===== src/rtl/scan_pkg.sv =====
package scan_pkg;
  typedef enum logic [1:0] {
    PH_IDLE = 2'd0,
    PH_STAT = 2'd1,
    PH_SCAN = 2'd2
  } phase_e;
endpackage


===== src/rtl/scan_sync.sv =====
module scan_sync #(
  parameter int W = 1,
  parameter logic RST_VAL = 1'b0
) (
  input  logic         clk_i,
  input  logic         rst_ni,
  input  logic [W-1:0] d_i,
  output logic [W-1:0] q_o
);
  logic [W-1:0] s1_q, s2_q;

  always_ff @(posedge clk_i or negedge rst_ni) begin
    if (!rst_ni) begin
      s1_q <= {W{RST_VAL}};
      s2_q <= {W{RST_VAL}};
    end else begin
      s1_q <= d_i;
      s2_q <= s1_q;
    end
  end

  assign q_o = s2_q;
endmodule


===== src/rtl/scan_timer.sv =====
module scan_timer
  import scan_pkg::*;
#(
  parameter int N_COLS     = 4,
  parameter int STATUS_CYC = 7500,
  parameter int SCAN_CYC   = 22500,
  localparam int COL_W = (N_COLS > 1) ? $clog2(N_COLS) : 1
) (
  input  logic             clk_i,
  input  logic             rst_ni,
  input  logic             tick_i,
  output phase_e           phase_o,
  output logic [COL_W-1:0] col_o,
  output logic             start_o,
  output logic             stat_done_o,
  output logic             scan_done_o,
  output logic [N_COLS-1:0] scan_no,
  output logic             status_gate_no
);
  localparam int MAXC  = (STATUS_CYC > SCAN_CYC) ? STATUS_CYC : SCAN_CYC;
  localparam int CNT_W = $clog2(MAXC + 1);
  localparam logic [CNT_W-1:0] STAT_LAST = CNT_W'(STATUS_CYC - 1);
  localparam logic [CNT_W-1:0] SCAN_LAST = CNT_W'(SCAN_CYC - 1);
  localparam logic [COL_W-1:0] COL_LAST  = COL_W'(N_COLS - 1);

  phase_e             phase_q, phase_d;
  logic [CNT_W-1:0]   cnt_q, cnt_d;
  logic [COL_W-1:0]   col_q, col_d;
  logic [N_COLS-1:0]  scan_q;
  logic               gate_q;

  always_comb begin
    phase_d     = phase_q;
    cnt_d       = cnt_q;
    col_d       = col_q;
    start_o     = 1'b0;
    stat_done_o = 1'b0;
    scan_done_o = 1'b0;
    unique case (phase_q)
      PH_IDLE: if (tick_i) begin
        phase_d = PH_STAT;
        cnt_d   = '0;
        start_o = 1'b1;
      end
      PH_STAT: if (cnt_q == STAT_LAST) begin
        phase_d     = PH_SCAN;
        cnt_d       = '0;
        stat_done_o = 1'b1;
      end else begin
        cnt_d = cnt_q + 1'b1;
      end
      PH_SCAN: if (cnt_q == SCAN_LAST) begin
        phase_d     = PH_IDLE;
        cnt_d       = '0;
        scan_done_o = 1'b1;
        col_d       = (col_q == COL_LAST) ? '0 : col_q + 1'b1;
      end else begin
        cnt_d = cnt_q + 1'b1;
      end
      default: phase_d = PH_IDLE;
    endcase
  end

  // outputs registered from next state so they change with the phase
  always_ff @(posedge clk_i or negedge rst_ni) begin
    if (!rst_ni) begin
      phase_q <= PH_IDLE;
      cnt_q   <= '0;
      col_q   <= '0;
      scan_q  <= '1;
      gate_q  <= 1'b1;
    end else begin
      phase_q <= phase_d;
      cnt_q   <= cnt_d;
      col_q   <= col_d;
      scan_q  <= (phase_d == PH_SCAN) ? ~(N_COLS'(1) << col_d) : '1;
      gate_q  <= (phase_d != PH_STAT);
    end
  end

  assign phase_o        = phase_q;
  assign col_o          = col_q;
  assign scan_no        = scan_q;
  assign status_gate_no = gate_q;

  a_r4_single_low_line: assert property (@(posedge clk_i) disable iff (!rst_ni)
    $countones(~scan_no) <= 1);

  a_r2_gate_lines_high: assert property (@(posedge clk_i) disable iff (!rst_ni)
    !status_gate_no |-> (&scan_no));

  a_r8_busy_tick_ignored: assert property (@(posedge clk_i) disable iff (!rst_ni)
    (phase_q != PH_IDLE && tick_i && !stat_done_o && !scan_done_o)
      |=> (phase_q == $past(phase_q) && cnt_q == $past(cnt_q) + 1'b1));
endmodule


===== src/rtl/scan_debounce.sv =====
module scan_debounce #(
  parameter int N_COLS = 4,
  parameter int ROW_W  = 6,
  localparam int COL_W = (N_COLS > 1) ? $clog2(N_COLS) : 1
) (
  input  logic                    clk_i,
  input  logic                    rst_ni,
  input  logic                    valid_i,
  input  logic [COL_W-1:0]        col_i,
  input  logic [ROW_W-1:0]        raw_i,
  output logic [N_COLS*ROW_W-1:0] state_o
);
  for (genvar c = 0; c < N_COLS; c++) begin : g_col
    logic [ROW_W-1:0] prev_q, stab_q;
    logic             hit;
    assign hit = valid_i && (col_i == COL_W'(c));

    always_ff @(posedge clk_i or negedge rst_ni) begin
      if (!rst_ni) begin
        prev_q <= '0;
        stab_q <= '0;
      end else if (hit) begin
        prev_q <= raw_i;
        if (raw_i == prev_q) stab_q <= raw_i;
      end
    end

    assign state_o[c*ROW_W +: ROW_W] = stab_q;
  end

  a_r6_hold_between_reads: assert property (@(posedge clk_i) disable iff (!rst_ni)
    !valid_i |=> $stable(state_o));
endmodule


===== src/rtl/panel_scanner.sv =====
module panel_scanner
  import scan_pkg::*;
#(
  parameter int N_COLS     = 4,
  parameter int STEP_ROWS  = 4,
  parameter int FUNC_ROWS  = 2,
  parameter int N_STAT     = 3,
  parameter int STATUS_CYC = 7500,
  parameter int SCAN_CYC   = 22500,
  localparam int N_STEPS = N_COLS * STEP_ROWS,
  localparam int N_FUNC  = N_COLS * FUNC_ROWS
) (
  input  logic                 clk_i,
  input  logic                 rst_ni,
  input  logic                 tick_i,
  input  logic [N_STAT-1:0]    status_i,
  input  logic [STEP_ROWS-1:0] step_row_ni,
  input  logic [FUNC_ROWS-1:0] func_row_ni,
  input  logic [N_STEPS-1:0]   led_pattern_i,
  output logic [N_COLS-1:0]    scan_no,
  output logic                 status_gate_no,
  output logic [N_STAT-1:0]    status_o,
  output logic [N_STEPS-1:0]   step_o,
  output logic [N_FUNC-1:0]    func_o,
  output logic [N_STEPS-1:0]   led_o
);
  localparam int ROW_W = STEP_ROWS + FUNC_ROWS;
  localparam int COL_W = (N_COLS > 1) ? $clog2(N_COLS) : 1;

  phase_e             phase;
  logic [COL_W-1:0]   col;
  logic               start, stat_done, scan_done;
  logic [STEP_ROWS-1:0] step_s;
  logic [FUNC_ROWS-1:0] func_s;
  logic [N_STAT-1:0]  status_s;
  logic [N_STAT-1:0]  status_q;
  logic [N_STEPS-1:0] led_q;
  logic [N_COLS*ROW_W-1:0] state;
  logic [ROW_W-1:0]   raw;

  scan_timer #(
    .N_COLS(N_COLS), .STATUS_CYC(STATUS_CYC), .SCAN_CYC(SCAN_CYC)
  ) u_timer (
    .clk_i, .rst_ni, .tick_i,
    .phase_o(phase), .col_o(col), .start_o(start),
    .stat_done_o(stat_done), .scan_done_o(scan_done),
    .scan_no, .status_gate_no
  );

  scan_sync #(.W(STEP_ROWS), .RST_VAL(1'b1)) u_sync_step (
    .clk_i, .rst_ni, .d_i(step_row_ni), .q_o(step_s));
  scan_sync #(.W(FUNC_ROWS), .RST_VAL(1'b1)) u_sync_func (
    .clk_i, .rst_ni, .d_i(func_row_ni), .q_o(func_s));
  scan_sync #(.W(N_STAT), .RST_VAL(1'b0)) u_sync_stat (
    .clk_i, .rst_ni, .d_i(status_i), .q_o(status_s));

  assign raw = {~func_s, ~step_s};

  scan_debounce #(.N_COLS(N_COLS), .ROW_W(ROW_W)) u_deb (
    .clk_i, .rst_ni, .valid_i(scan_done), .col_i(col),
    .raw_i(raw), .state_o(state));

  for (genvar c = 0; c < N_COLS; c++) begin : g_map
    assign step_o[c*STEP_ROWS +: STEP_ROWS] = state[c*ROW_W +: STEP_ROWS];
    assign func_o[c*FUNC_ROWS +: FUNC_ROWS] = state[c*ROW_W+STEP_ROWS +: FUNC_ROWS];
  end

  always_ff @(posedge clk_i or negedge rst_ni) begin
    if (!rst_ni) status_q <= '0;
    else if (stat_done) status_q <= status_s;
  end

  // LED drive: sticky within a tick, cleared when the next tick starts
  always_ff @(posedge clk_i or negedge rst_ni) begin
    if (!rst_ni) begin
      led_q <= '0;
    end else if (start) begin
      led_q <= '0;
    end else if (phase == PH_SCAN) begin
      for (int r = 0; r < STEP_ROWS; r++) begin
        if (led_pattern_i[int'(col)*STEP_ROWS + r] || !step_s[r])
          led_q[int'(col)*STEP_ROWS + r] <= 1'b1;
      end
    end
  end

  assign status_o = status_q;
  assign led_o    = led_q;

  a_r3_status_hold: assert property (@(posedge clk_i) disable iff (!rst_ni)
    !stat_done |=> $stable(status_o));

  a_r7_led_clear_in_window: assert property (@(posedge clk_i) disable iff (!rst_ni)
    !status_gate_no |-> (led_o == '0));
endmodule


===== config.mk =====
export PLATFORM = sky130hd
export DESIGN_NAME = panel_scanner
export DESIGN_NICKNAME = d
export VERILOG_FILES = /design/src/rtl/scan_pkg.sv /design/src/rtl/scan_sync.sv /design/src/rtl/scan_timer.sv /design/src/rtl/scan_debounce.sv /design/src/rtl/panel_scanner.sv
export SDC_FILE = /design/constraint.sdc
export NUM_CORES = 1
export LEC_CHECK = 0
export BUFFER_PORTS_ARGS = -buffer_cell sky130_fd_sc_hd__buf_2
export CORE_ASPECT_RATIO = 1.75
export CORE_MARGIN = 2
export CORE_UTILIZATION = 60
export CTS_CLUSTER_DIAMETER = 50
export DETAILED_ROUTE_END_ITERATION = 8
export PLACE_DENSITY = 0.84
export SLEW_MARGIN = 10
export SYNTH_ARGS = -nofsm -noshare
export SYNTH_HDL_FRONTEND = slang
export SYNTH_SLANG_ARGS = --single-unit

===== constraint.sdc =====
create_clock -name clk_i -period 4.05 [get_ports clk_i]
set_input_delay 0.405 -clock clk_i [delete_from_list [all_inputs] [get_ports clk_i]]
set_output_delay 0.405 -clock clk_i [all_outputs]
set_load 0.01 [all_outputs]

# Word-level counts from Yosys, hierarchy flattened
# Cells that the tools add are included.
dict set report classes {
  eq_ne 14
  reduce_logical 25
  shift 1
  bitwise 7
  muxes 49
  magnitude_cmp 8
  n_addsub 5
}
# operator n
set ops {}
lappend ops {{2-to-1 mux 16 bit} 12}
lappend ops {{OR 16 bit} 3}
lappend ops {{2-to-1 mux 15 bit} 3}
lappend ops {{case mux 15 bit (3 select lines)} 1}
lappend ops {{== test 6 bit} 4}
lappend ops {{2-to-1 mux 1 bit} 17}
lappend ops {{OR 16 x 13 -> 16 bit} 1}
lappend ops {{adder 15 x 1 -> 15 bit (second input constant)} 1}
lappend ops {{== test 15 x 13 -> 1 bit (second input constant)} 1}
lappend ops {{== test 15 bit (second input constant)} 1}
lappend ops {{greater-or-equal comparator 5 x 1 -> 1 bit (second input constant)} 3}
lappend ops {{< comparator 5 bit (second input constant)} 3}
lappend ops {{binary-select mux 1 bit (select 4 bit)} 3}
lappend ops {{demux 1 bit (select 4 bit)} 3}
lappend ops {{2-to-1 mux 2 bit} 6}
lappend ops {{adder 4 x 2 -> 5 bit (second input constant)} 2}
lappend ops {{AND reduction 2 bit} 5}
lappend ops {{== test 2 bit (second input constant)} 4}
lappend ops {{logical AND 1 bit} 8}
lappend ops {{inverter 4 bit} 2}
lappend ops {{case mux 2 bit (3 select lines)} 1}
lappend ops {{adder 4 x 1 -> 5 bit (second input constant)} 1}
lappend ops {{< comparator 4 x 5 -> 1 bit (second input constant)} 1}
lappend ops {{== test 2 x 1 -> 1 bit (second input constant)} 2}
lappend ops {{other kinds (14)} 21}
dict set report totals {
  word_cells 130
  output_inout_bits 48
  in_bits 28
  reg_bits 109
}

# Logic depth before layout (Yosys ltp)
# Gate-level depths: netlist of run 1.
dict set report depth {
  depth_word 20
  mapped_depth 8
  mapped_depth_nobuf 7
}

# Modules after synthesis
# A second synthesis of run 1 with hierarchy kept.
dict set report unflattened {
  cells_unflattened 399
  area_unflattened_um2 5067.4
}
# mod instances seq_area_each_um2 cells_each area_each_um2
set modules_own_cells {}
lappend modules_own_cells {scan_debounce 1 1201.2 145 2180.8}
lappend modules_own_cells {scan_timer 1 606.8 146 1450.1}
lappend modules_own_cells {panel_scanner 1 475.5 90 970.9}
lappend modules_own_cells {{scan_sync (u_sync_step)} 1 210.2 8 210.2}
lappend modules_own_cells {{scan_sync (u_sync_stat)} 1 150.1 6 150.1}
lappend modules_own_cells {{scan_sync (u_sync_func)} 1 105.1 4 105.1}

# Worst setup path after synthesis of run 1
# Ideal clock, no wire load.
dict set report synth_path {
  path_kind {reg-to-reg}
  startpoint {register u_timer.cnt_q[0]}
  endpoint {register u_deb.g_col[0].stab_q[4]}
  arrival_time_ns 2.393
  setup_time_ns 0.139
  synth_period_minus_slack_ns 2.532
  t_required_ns 3.911
  slack_ns 1.518
  stages_incl_launch_ff 8
  n_path_buf 1
  path_cell_list {dfrtp_1 ha_1 or4b_4 nor4_4 nand2_2 or4_1 buf_6 mux2i_1}
}
dict set report synth_between {
  elab_chain_len 5
}
# item line
set synth_rtl {}
lappend synth_rtl {{start: declaration} scan_timer.sv:27} ;# logic [CNT_W-1:0] cnt_q, cnt_d;
lappend synth_rtl {{start signal: assignment} scan_timer.sv:74} ;# cnt_q <= cnt_d;
lappend synth_rtl {{== test 15 bit} scan_timer.sv:52} ;# PH_SCAN: if (cnt_q == SCAN_LAST) begin
lappend synth_rtl {{2-to-1 mux 1 bit} scan_timer.sv:52}
lappend synth_rtl {{2-to-1 mux 1 bit} scan_timer.sv:39} ;# unique case (phase_q)
lappend synth_rtl {{logical AND 1 bit} scan_debounce.sv:16} ;# assign hit = valid_i && (col_i == COL_W'(c));
lappend synth_rtl {{AND reduction 2 bit (no line)} -}
lappend synth_rtl {{end signal: assignment} scan_debounce.sv:24} ;# if (raw_i == prev_q) stab_q <= raw_i;
lappend synth_rtl {{end: declaration} scan_debounce.sv:14} ;# logic [ROW_W-1:0] prev_q, stab_q;
# No other way between the ends.
# A chain may end at the register's enable or synchronous reset.

# Worst setup path in the final report of run 1
dict set report layout_path {
  startpoint {register u_timer.cnt_q[0]}
  endpoint {register u_deb.g_col[1].stab_q[1]}
}
dict set report layout_between {
  elab_chain_len 5
}
# item line
set layout_rtl {}
lappend layout_rtl {{== test 15 bit} scan_timer.sv:52}
lappend layout_rtl {{2-to-1 mux 1 bit} scan_timer.sv:52}
lappend layout_rtl {{2-to-1 mux 1 bit} scan_timer.sv:39}
lappend layout_rtl {{logical AND 1 bit} scan_debounce.sv:16}
lappend layout_rtl {{AND reduction 2 bit (no line)} -}
lappend layout_rtl {{end signal: assignment} scan_debounce.sv:24}
lappend layout_rtl {{end: declaration} scan_debounce.sv:14}
# No other way between the ends.

==> results of run 1 <==
layout by cell type (no fill, tap or decap), drive strengths merged, types with 3 or more instances in the layout:
cell type and n:
dfrtp 92, buf 76, nand2 41, inv 40
nor2 37, o21ai 26, mux2i 26, xnor2 19
a21oi 18, xor2 17, dfstp 17, ha 10
clkbuf 9, nand4 8, nand3 8, nor4 7
and2 5, mux4 4, nand2b 4, o22ai 3
or4 3, mux2 3, clkinv 3
synthesized netlist by cell type:
library cell and n:
a211oi_2 1, a21oi_1 18, and2_1 5, and3_1 1, buf_6 2, clkbuf_1 14, dfrtp_1 92, dfstp_2 17
ha_1 10, inv_1 39, mux2_2 3, mux2i_1 26, mux4_2 4, nand2_1 39, nand2_2 2, nand2b_1 4
nand3_1 8, nand3b_1 2, nand4_1 8, nor2_1 35, nor2_2 2, nor2b_1 1, nor3_1 2, nor3b_1 1
nor4_1 6, nor4_4 1, o21a_1 1, o21ai_0 26, o22ai_1 3, or2_2 2, or4_1 3, or4b_4 1
or4bb_1 2, xnor2_1 19, xor2_1 17
area by class of cell:
cell class / instances / area (µm²)
clock inverter: 7 / 98.8
multi-input combinational: 253 / 1710
inverter: 39 / 146
fill: 531 / 2140
clock buffer: 9 / 225
tap: 88 / 110
sequential: 109 / 2750
timing repair buffer: 76 / 385
flip-flops by register name (all words and copies together) (netlist names), 3 cells and up:
signal	flops
u_sync_stat.s1_q	3
led_o	16
u_deb.g_col.stab_q	24
u_sync_step.q_o	4
u_timer.cnt_q	15
u_timer.scan_no	4
u_sync_step.s1_q	4
status_o	3
u_deb.g_col.prev_q	24
u_sync_stat.q_o	3
worst paths after layout:
| check | from | slack (ns) | endpoint |
|---|---|---|---|
| worst max-delay path | u_timer.cnt_q[0] | 1.06 | u_deb.g_col[1].stab_q[1] |
| worst min-delay path | step_row_ni[0] | 0.15 | u_sync_step.s1_q[0] |
| worst max register to register | u_timer.cnt_q[0] | 1.06 | u_deb.g_col[1].stab_q[1] |
| worst min register to register | u_sync_stat.s1_q[1] | 0.35 | u_sync_stat.q_o[1] |
| max in group asynchronous | rst_ni | 2.84 | u_sync_func.s1_q[0] |
| min in group asynchronous | rst_ni | 0.19 | u_deb.g_col[2].stab_q[0] |
critical path, stage by stage, from the launching register on:
cell and delay [ns]:
dfrtp_1 0.39, ha_1 0.22, or4b_4 0.50, nor4_4 0.55, nand2_2 0.25, or4_1 0.76, mux2i_1 0.18
per-stage QoR:
stage	hold slack [ns]	utilization [%]	instances	power, mW
2_1_floorplan	0.109	-	417	1.15
3_3_place_gp	0.333	67.4	565	1.19
3_5_place_dp	0.338	67.4	565	1.19
4_1_cts	0.144	71.7	581	2.12
5_1_grt	0.151	71.7	581	2.17
6_report	0.154	71.7	581	2.11
metal layers:
layer | GRT usage [%] | share of wire, %
met5 | 0 | 0
met4 | 14.5 | 4.1
met3 | 3.67 | 3.2
met2 | 40.8 | 54
met1 | 27.6 | 38
report_power, final:
part	internal, mW	switching, mW	total (mW)
clock	0.545	0.390	0.935
sequential	1.10	0.0171	1.12
combinational	0.0208	0.0305	0.0513
logic make-up (layout without fill, tap and decap cells):
kind of cell	Yosys count	count (layout)	share of synthesized area, %
compound gates	49	49	5.54
buf+inv	55	131	4.73
fa+ha+maj	10	10	2.67
xor+xnor	36	36	6.74
simple gates	125	125	13.3
mux	33	33	8.21
flops	109	109	58.8
==> results.py, run 1 <==
metrics = {
    "power": {
        "vdd_drop_max_mv": 0.272,
        "p_per_area_mw_per_mm2": 388,
        "p_leak_nw": 2.68,
    },
    "status": {
        "status": "finished, final reports clean",
    },
    "sta": {
        "tns_ns": 0,
        "setup_viol": 0,
        "tightest_slew_ns": 1.10,
        "drv_slew": 0,
        "slew_headroom_pct": 26.1,
        "final-hold-violation-count": 0,
        "max_clock_freq_mhz": 335,
        "finClkSkew_ns": 0.00659,
        "fin_crit_sh_pct": 73.8,
        "finalWorstSetupSlack_ns": 1.06,
        "post-route-min-period_ns": 2.99,
        "grt_setup_unrepaired": "no",
    },
    "placed_design": {
        "dp_slack_ns": 1.09,
        "hpwl_um": 6490,
        "gp_congestion": 0.811,
        "port_buffers": 75,
        "place_area_mm2": 0.00510,
    },
    "cells_and_area": {
        "nNetsFinal": 526,
        "design_area_mm2": 0.00542,
        "area_growth_pct": 15.9,
        "diodes": 0,
        "drive_above_1_share_pct": 25.4,
    },
    "synth": {
        "synth.distinct_cells": 35,
        "synth_top_cell_area_share_pct": 49.2,
        "syn_nets": 455,
        "synthCells": 417,
        "ys_seq_elements": 109,
        "synth-warning-count": 0,
        "syn-cell-area_mm2": 0.00468,
        "syn_avg_cell_area_um2": 11.2,
        "yosysTopAreaCell": "dfrtp_1",
        "yosys-top-cells-area": "dfrtp_1, dfstp_2, mux2i_1, xnor2_1, xor2_1",
        "ys_seq_area_share_pct": 58.8,
    },
    "route": {
        "drt_wl_total_um": 9400,
        "ant_nets": 0,
        "viasPerCell": 5.44,
        "drc": 0,
        "wl_per_cell_um": 16.2,
        "dr.pass1.iters": 4,
        "vias": 3158,
        "drt-initial-drc-count": 252,
    },
    "clock_tree": {
        "cts_resized": 0,
        "htreeDepth": 3,
        "path_clk_slew_ns": 0.07,
        "insertion_delay_ns": 0.35,
        "tritoncts": "done",
        "post-cts-setup-buffers": 0,
        "holdBufCountCts": 0,
        "cts_sinks": 109,
        "cts_buffer_depth": 2,
        "cts_buffers": 9,
        "cts_root_buf": "clkbuf_16",
    },
    "worst_setup_path": {
        "required_ns": 4.27,
        "crit_path_end_kind": "flip-flop",
        "cp.arrival_ns": 3.20,
        "cp_max_fo": 13,
        "crit_type": "flip-flop to flip-flop",
        "cp-start-kind": "flip-flop",
        "reg2regPathDepth": 6,
    },
    "global_route": {
        "antenna_found_initial": 0,
        "grtUsageTotal_pct": 23.8,
        "grt-ovfl-total": 0,
        "grt_max_degree": 80,
        "grt_first_pass_wirelength_um": 15900,
        "grt_pass1_vias": 3379,
    },
    "floorplanning": {
        "die_x_um": 70.8,
        "ios": 76,
        "core_area_mm2": 0.00757,
        "die_area_mm2": 0.00855,
        "die_h_um": 121,
        "start_util_pct": 61.8,
        "rows": 42,
    },
    "worst_hold_path": {
        "worstHoldPathCells": 1,
        "hold_class": "input port to flip-flop",
    },
    "job": {
        "maxCapViolCount": 0,
    },
}
Note: power is estimated with default switching activity, not from simulation.
==> run 2: changes to the inputs <==
Settings changed: ABC_AREA set to 1, CORE_UTILIZATION 60 to 51, PLACE_DENSITY 0.84 to 0.75.
Clock period 4.05 ns to 2.5 ns, I/O delays scaled along.
==> results.py, run 2 <==
metrics = {
    "power": {
        "p_switching_mw": 1.35,
        "p_sw_share_pct": 30.3,
        "vdd_drop_max_mv": 0.560,
        "clkPwrFrac_pct": 33.4,
        "power_frac_comb_pct": 18.9,
        "power.internal_mw": 3.11,
        "p_leak_nw": 2.94,
        "p_per_area_mw_per_mm2": 747,
        "p_seq_share_pct": 47.8,
    },
    "global_route": {
        "antenna_found_initial": 0,
        "grt_first_pass_wirelength_um": 18400,
        "grt_pass1_vias": 4100,
        "grtUsageTotal_pct": 22.0,
        "grt-ovfl-total": 0,
        "grt_max_degree": 66,
    },
    "synth": {
        "ys_seq_area_share_pct": 54.0,
        "synth-warning-count": 0,
        "yosysTopAreaCell": "dfrtp_1",
        "synth_common_cells": "nand2_1, dfrtp_1, nor2_1",
        "synth.distinct_cells": 36,
        "yosys.area_share.simple_pct": 25.9,
        "yosys-top-cells-area": "dfrtp_1, nand2_1, dfstp_2, nor2_1, inv_1",
        "synth_compound_area_share_pct": 9.62,
        "synthCells": 565,
        "ys_seq_elements": 109,
        "syn_avg_cell_area_um2": 9.00,
        "yosys.area_share.adder_pct": 2.46,
        "synth-xor-area-share_pct": 2.07,
        "syn-cell-area_mm2": 0.00509,
        "synth_top_family_by_area": "simple AND/OR/NAND/NOR gates",
        "synthMuxAreaShare_pct": 0,
        "synth_top_cell_area_share_pct": 45.3,
        "async_reset_ff_share_pct": 100,
        "yosysMostFrequentCell": "nand2_1",
        "syn_nets": 603,
        "synth-edff-count": 0,
        "synth_flop_cell": "dfrtp_1",
    },
    "worst_hold_path": {
        "hold_class": "input port to async pin",
    },
    "clock_tree": {
        "holdBufCountCts": 9,
        "insertion_delay_ns": 0.35,
        "cts_sinks": 109,
        "cts_root_buf": "clkbuf_16",
        "cts_resized": 0,
        "tritoncts": "done",
        "cts_buffers": 9,
        "cts_buffer_depth": 2,
        "htreeDepth": 3,
        "path_clk_slew_ns": 0.07,
        "post-cts-setup-buffers": 0,
    },
    "worst_setup_path": {
        "cp_common_cell": "nor2_1",
        "cp.arrival_ns": 2.25,
        "crit_path_end_kind": "flip-flop",
        "required_ns": 2.73,
        "path_cells": "inv_1 -> ha_1 -> inv_1 -> o21bai_1 -> nor2_1 -> nand2_1 -> nor2_1 -> o22ai_1 -> nor2_1",
        "crit_cells": 9,
        "rr_endpoint": "u_timer.cnt_q[8]",
        "crit_type": "flip-flop to flip-flop",
        "slowest_stage": "o21bai_1",
        "crit_end": "u_timer.cnt_q[8]",
        "max_stage_delay_ns": 0.47,
        "cp-start-kind": "flip-flop",
        "reg2regPathDepth": 9,
        "critPathBufInv": 2,
        "cp-startpoint": "u_timer.phase_o[1]",
        "r2r_setup_slack_ns": 0.48,
        "cp_max_fo": 5,
        "cp_top_family": "compound AO/OA/AOI/OAI gates",
        "r2r_start": "u_timer.phase_o[1]",
    },
    "floorplanning": {
        "die_h_um": 136,
        "die_x_um": 79.5,
        "die_area_mm2": 0.0108,
        "start_util_pct": 52.0,
        "rows": 48,
        "core_area_mm2": 0.00979,
        "ios": 76,
    },
    "placed_design": {
        "hpwl_um": 8190,
        "port_buffers": 75,
        "place_area_mm2": 0.00556,
        "gp_congestion": 0.876,
    },
    "route": {
        "wl_per_cell_um": 14.3,
        "vias": 4062,
        "dr.pass1.iters": 6,
        "viasPerCell": 5.21,
        "ant_nets": 0,
        "drt-initial-drc-count": 254,
        "drt_wl_total_um": 11100,
        "drc": 0,
    },
    "cells_and_area": {
        "nFillCells": 825,
        "final_cell_mix": "nand2_1, dfrtp_1, buf_2, nor2_1, inv_1",
        "nNetsFinal": 687,
        "seq_area_mm2": 0.00275,
        "drive_above_1_share_pct": 25.4,
        "final_common_cell": "nand2_1",
        "area_growth_pct": 17.6,
        "design_area_mm2": 0.00598,
        "diodes": 0,
        "multi_input_area_mm2": 0.00204,
    },
    "sta": {
        "fin_crit_sh_pct": 81.0,
        "finClkSkew_ns": 0.0118,
        "tns_ns": 0,
        "grt_setup_unrepaired": "no",
        "max_clock_freq_mhz": 494,
        "drv_slew": 0,
        "slew_headroom_pct": 61.4,
        "setup_viol": 0,
        "final-hold-violation-count": 0,
        "tightest_slew_ns": 0.577,
        "post-route-min-period_ns": 2.02,
    },
    "job": {
        "maxCapViolCount": 0,
    },
    "status": {
        "status": "finished, final reports clean",
    },
}
run 2: cell count changes after synthesis, moves of 12 or more:
cell,before,now
nand2_1,39,159
mux2i_1,26,0
nand3_1,8,32
o21ai_2,0,18
xnor2_1,19,1
nor2_1,35,52
a21oi_1,18,2
o21a_1,1,16
o21ai_1,0,14
clkbuf_1,14,2
run 2: stage by stage:
step                std cells  setup WS, ns  power [mW]  util (%)  hold slack [ns]
floorplan                 565         0.858        2.71         -          -0.0456
global placement          753         0.576        2.95      56.8            0.155
detailed placement        753         0.538        3.00      56.8            0.163
CTS                       778         0.464        4.50      61.0          0.00146
global route              779         0.283        4.71      61.1            0.346
finish                    779         0.476        4.47      61.1            0.330
run 2: kinds of logic after synthesis:
| kind of cell | after synthesis |
|---|---|
| flops | 109 |
| compound gates | 72 |
| simple gates | 294 |
| buf+inv | 68 |
| xor+xnor | 12 |
| fa+ha+maj | 10 |
run 2: worst register-to-register path: cells and delay by family (launching register included):
family | cells | cell delay (ns)
and+or+nand+nor | 4 | 0.50
AOI/OAI and AO/OA | 2 | 0.58
adders and majority gates | 1 | 0.19
buffers and inverters | 2 | 0.22
DFF | 1 | 0.43
run 2: final cells by class:
class / instances / area share [%]
clock buffers: 10 / 3.99
clock inverters: 6 / 1.36
inverters: 51 / 3.20
multi-input cells: 388 / 34.1
flip-flops and latches: 109 / 46.0
well taps: 125 / 2.61
repair buffers: 90 / 8.83
run 2: worst min path at each step:
stage                                    end  slack, ns
finish              u_deb.g_col[0].stab_q[3]       0.33
global placement                   led_o[10]       0.16
global route        u_deb.g_col[0].stab_q[3]       0.35
floorplan                           led_o[0]      -0.05
CTS                      u_sync_stat.s1_q[1]      0.001
detailed placement  u_deb.g_col[0].stab_q[3]       0.16
run 2: routing by layer:
layer | track usage (%) | wire, µm | up-vias
met4 | 11.7 | 375 | 0
li1 | - | - | 1971
met2 | 41.1 | 6260 | 96
met5 | 0 | 0 | -
met1 | 22.9 | 4100 | 1965
met3 | 3.52 | 385 | 30
run 2: power groups by stage:
stage | Combinational, mW | Clock [mW] | Sequential (mW)
finish | 0.842 | 1.49 | 2.13
global route | 0.965 | 1.58 | 2.16
CTS | 0.852 | 1.52 | 2.13
detailed placement | 0.836 | 0 | 2.16
global placement | 0.797 | 0 | 2.15
floorplan | 0.574 | 0 | 2.14
==> run 3: changes to the inputs <==
Settings changed: CORE_UTILIZATION 51 to 57, PLACE_DENSITY 0.75 to 0.8.
Clock period 2.5 ns to 2.1 ns, I/O delays scaled along.
==> results.py, run 3 (synthesis results as in run 2) <==
metrics = {
    "sta": {
        "grt_setup_unrepaired": "no",
        "finClkSkew_ns": 0.00926,
        "slew_headroom_pct": 71.1,
        "tightest_slew_ns": 0.432,
        "fin_crit_sh_pct": 90.9,
        "tns_ns": 0,
        "max_clock_freq_mhz": 524,
        "setup_viol": 0,
        "post-route-min-period_ns": 1.91,
        "drv_slew": 0,
        "final-hold-violation-count": 0,
    },
    "global_route": {
        "grtUsageTotal_pct": 24.7,
        "antenna_found_initial": 0,
        "grt_first_pass_wirelength_um": 18100,
        "grt_pass1_vias": 4126,
        "grt-ovfl-total": 0,
        "grt_max_degree": 52,
    },
    "cells_and_area": {
        "final_common_cell": "nand2_1",
        "final_util_pct": 69.4,
        "nNetsFinal": 699,
        "final_cell_mix": "nand2_1, dfrtp_1, buf_2, nor2_1, inv_1",
        "diodes": 0,
        "area_growth_pct": 18.4,
        "stdcell_count": 783,
        "drive_above_1_share_pct": 26.9,
    },
    "floorplanning": {
        "rows": 45,
        "start_util_pct": 58.7,
        "die_x_um": 75.4,
        "die_area_mm2": 0.00972,
        "ios": 76,
        "core_area_mm2": 0.00867,
        "die_h_um": 129,
    },
    "power": {
        "total_power_mw": 5.14,
        "p_per_area_mw_per_mm2": 853,
        "p_leak_nw": 2.98,
        "vdd_drop_max_mv": 0.771,
    },
    "route": {
        "drc": 0,
        "met2_length_um": 6240,
        "viasPerCell": 5.20,
        "dr.pass1.iters": 4,
        "met3_length_um": 339,
        "drt-initial-drc-count": 282,
        "vias": 4073,
        "ant_nets": 0,
        "drt_wl_total_um": 11200,
        "wl_met1_um": 4040,
        "top_layer_used": "met4",
        "wl_per_cell_um": 14.3,
    },
    "placed_design": {
        "gp_congestion": 0.939,
        "port_buffers": 75,
        "dp.cells": 757,
        "hpwl_um": 8430,
    },
    "clock_tree": {
        "cts_sinks": 109,
        "insertion_delay_ns": 0.35,
        "path_clk_slew_ns": 0.07,
        "cts_buffer_depth": 2,
        "cts_buffers": 9,
        "tritoncts": "done",
        "htreeDepth": 3,
        "cts_root_buf": "clkbuf_16",
    },
    "worst_setup_path": {
        "crit_type": "flip-flop to flip-flop",
        "slowest_stage": "dfrtp_1",
        "cp-startpoint": "u_timer.phase_o[1]",
        "r2r_setup_slack_ns": 0.19,
        "crit_end": "u_timer.cnt_q[8]",
        "cp.arrival_ns": 2.13,
        "path_cells": "inv_1 -> ha_1 -> inv_1 -> o21bai_1 -> nor2_1 -> nand2_1 -> nor2_1 -> o22ai_1 -> nor2_1",
        "crit_path_end_kind": "flip-flop",
        "cp_max_fo": 4,
        "r2r_start": "u_timer.phase_o[1]",
        "cp_common_cell": "nor2_1",
        "reg2regPathDepth": 9,
        "max_stage_delay_ns": 0.42,
        "rr_endpoint": "u_timer.cnt_q[8]",
        "required_ns": 2.32,
        "cp-start-kind": "flip-flop",
    },
    "status": {
        "status": "finished, final reports clean",
    },
    "worst_hold_path": {
        "hold_class": "input port to async pin",
    },
    "job": {
        "maxCapViolCount": 0,
    },
}
-- run 3: changes by cell type in the layout (fill, tap and decap cells not counted), sizes merged --
cell and delta:
buf +12, bufinv -1, clkbuf +2, clkinv +1
inv -2
-- run 3: through the flow --
stage,instance area [µm²],worst slack [ns],hold WS (ns)
global placement,5640,0.203,0.162
CTS,6010,0.0962,0.323
floorplan,5090,0.458,-0.0856
finish,6020,0.190,0.328
detailed placement,5640,0.131,0.163
global route,6020,0.0626,0.355
-- run 3: how the worst min path moves through the flow --
stage                              startpoint                  endpoint  slack [ns]  cells after the start
after CTS                              tick_i          u_timer.cnt_q[1]        0.32                      4
after floorplan                        rst_ni                  led_o[0]       -0.09                      0
after global routing      u_sync_step.s1_q[3]        u_sync_step.q_o[3]        0.36                      0
final                                  rst_ni  u_deb.g_col[0].stab_q[5]        0.33                      2
after global placement                 rst_ni  u_deb.g_col[0].stab_q[0]        0.16                      1
after detailed placement               rst_ni  u_deb.g_col[0].stab_q[5]        0.16                      1
-- run 3: power breakdown --
part | leakage, nW | internal, mW | switching (mW)
clock network | 0.129 | 0.833 | 0.720
logic | 1.52 | 0.421 | 0.637
registers | 1.34 | 2.33 | 0.191
total | 2.98 | 3.59 | 1.55
-- run 3: cell type report --
cell class                      count  area, µm²
Inverter                           51        191
Sequential cell                   109       2750
Tap cell                          117        146
Clock inverter                      4       25.0
Multi-Input combinational cell    388       2040
Clock buffer                       12        246
Timing Repair Buffer              102        618
Fill cell                         738       2650
-- run 3: timing repair --
item,in CTS,in global routing
gates resized for setup,0,3
setup buffers,0,0
hold buffers,10,0
setup endpoints to repair,0,9
hold endpoints to repair,35,0
-- run 3: layer usage --
layer | up-vias | global-route usage [%]
met4 | 0 | 15.7
met3 | 42 | 4.39
met2 | 94 | 43.6
met5 | - | 0
li1 | 1983 | -
met1 | 1954 | 25.7
-- run 3: critical path: cells and delay by family, from the launching register on --
kind	cells	cell delay [ns]
AO/OA/AOI/OAI	2	0.49
AND/OR/NAND/NOR	4	0.45
buffers and inverters	2	0.23
adder cells (fa/ha/maj)	1	0.20
flip-flops	1	0.42
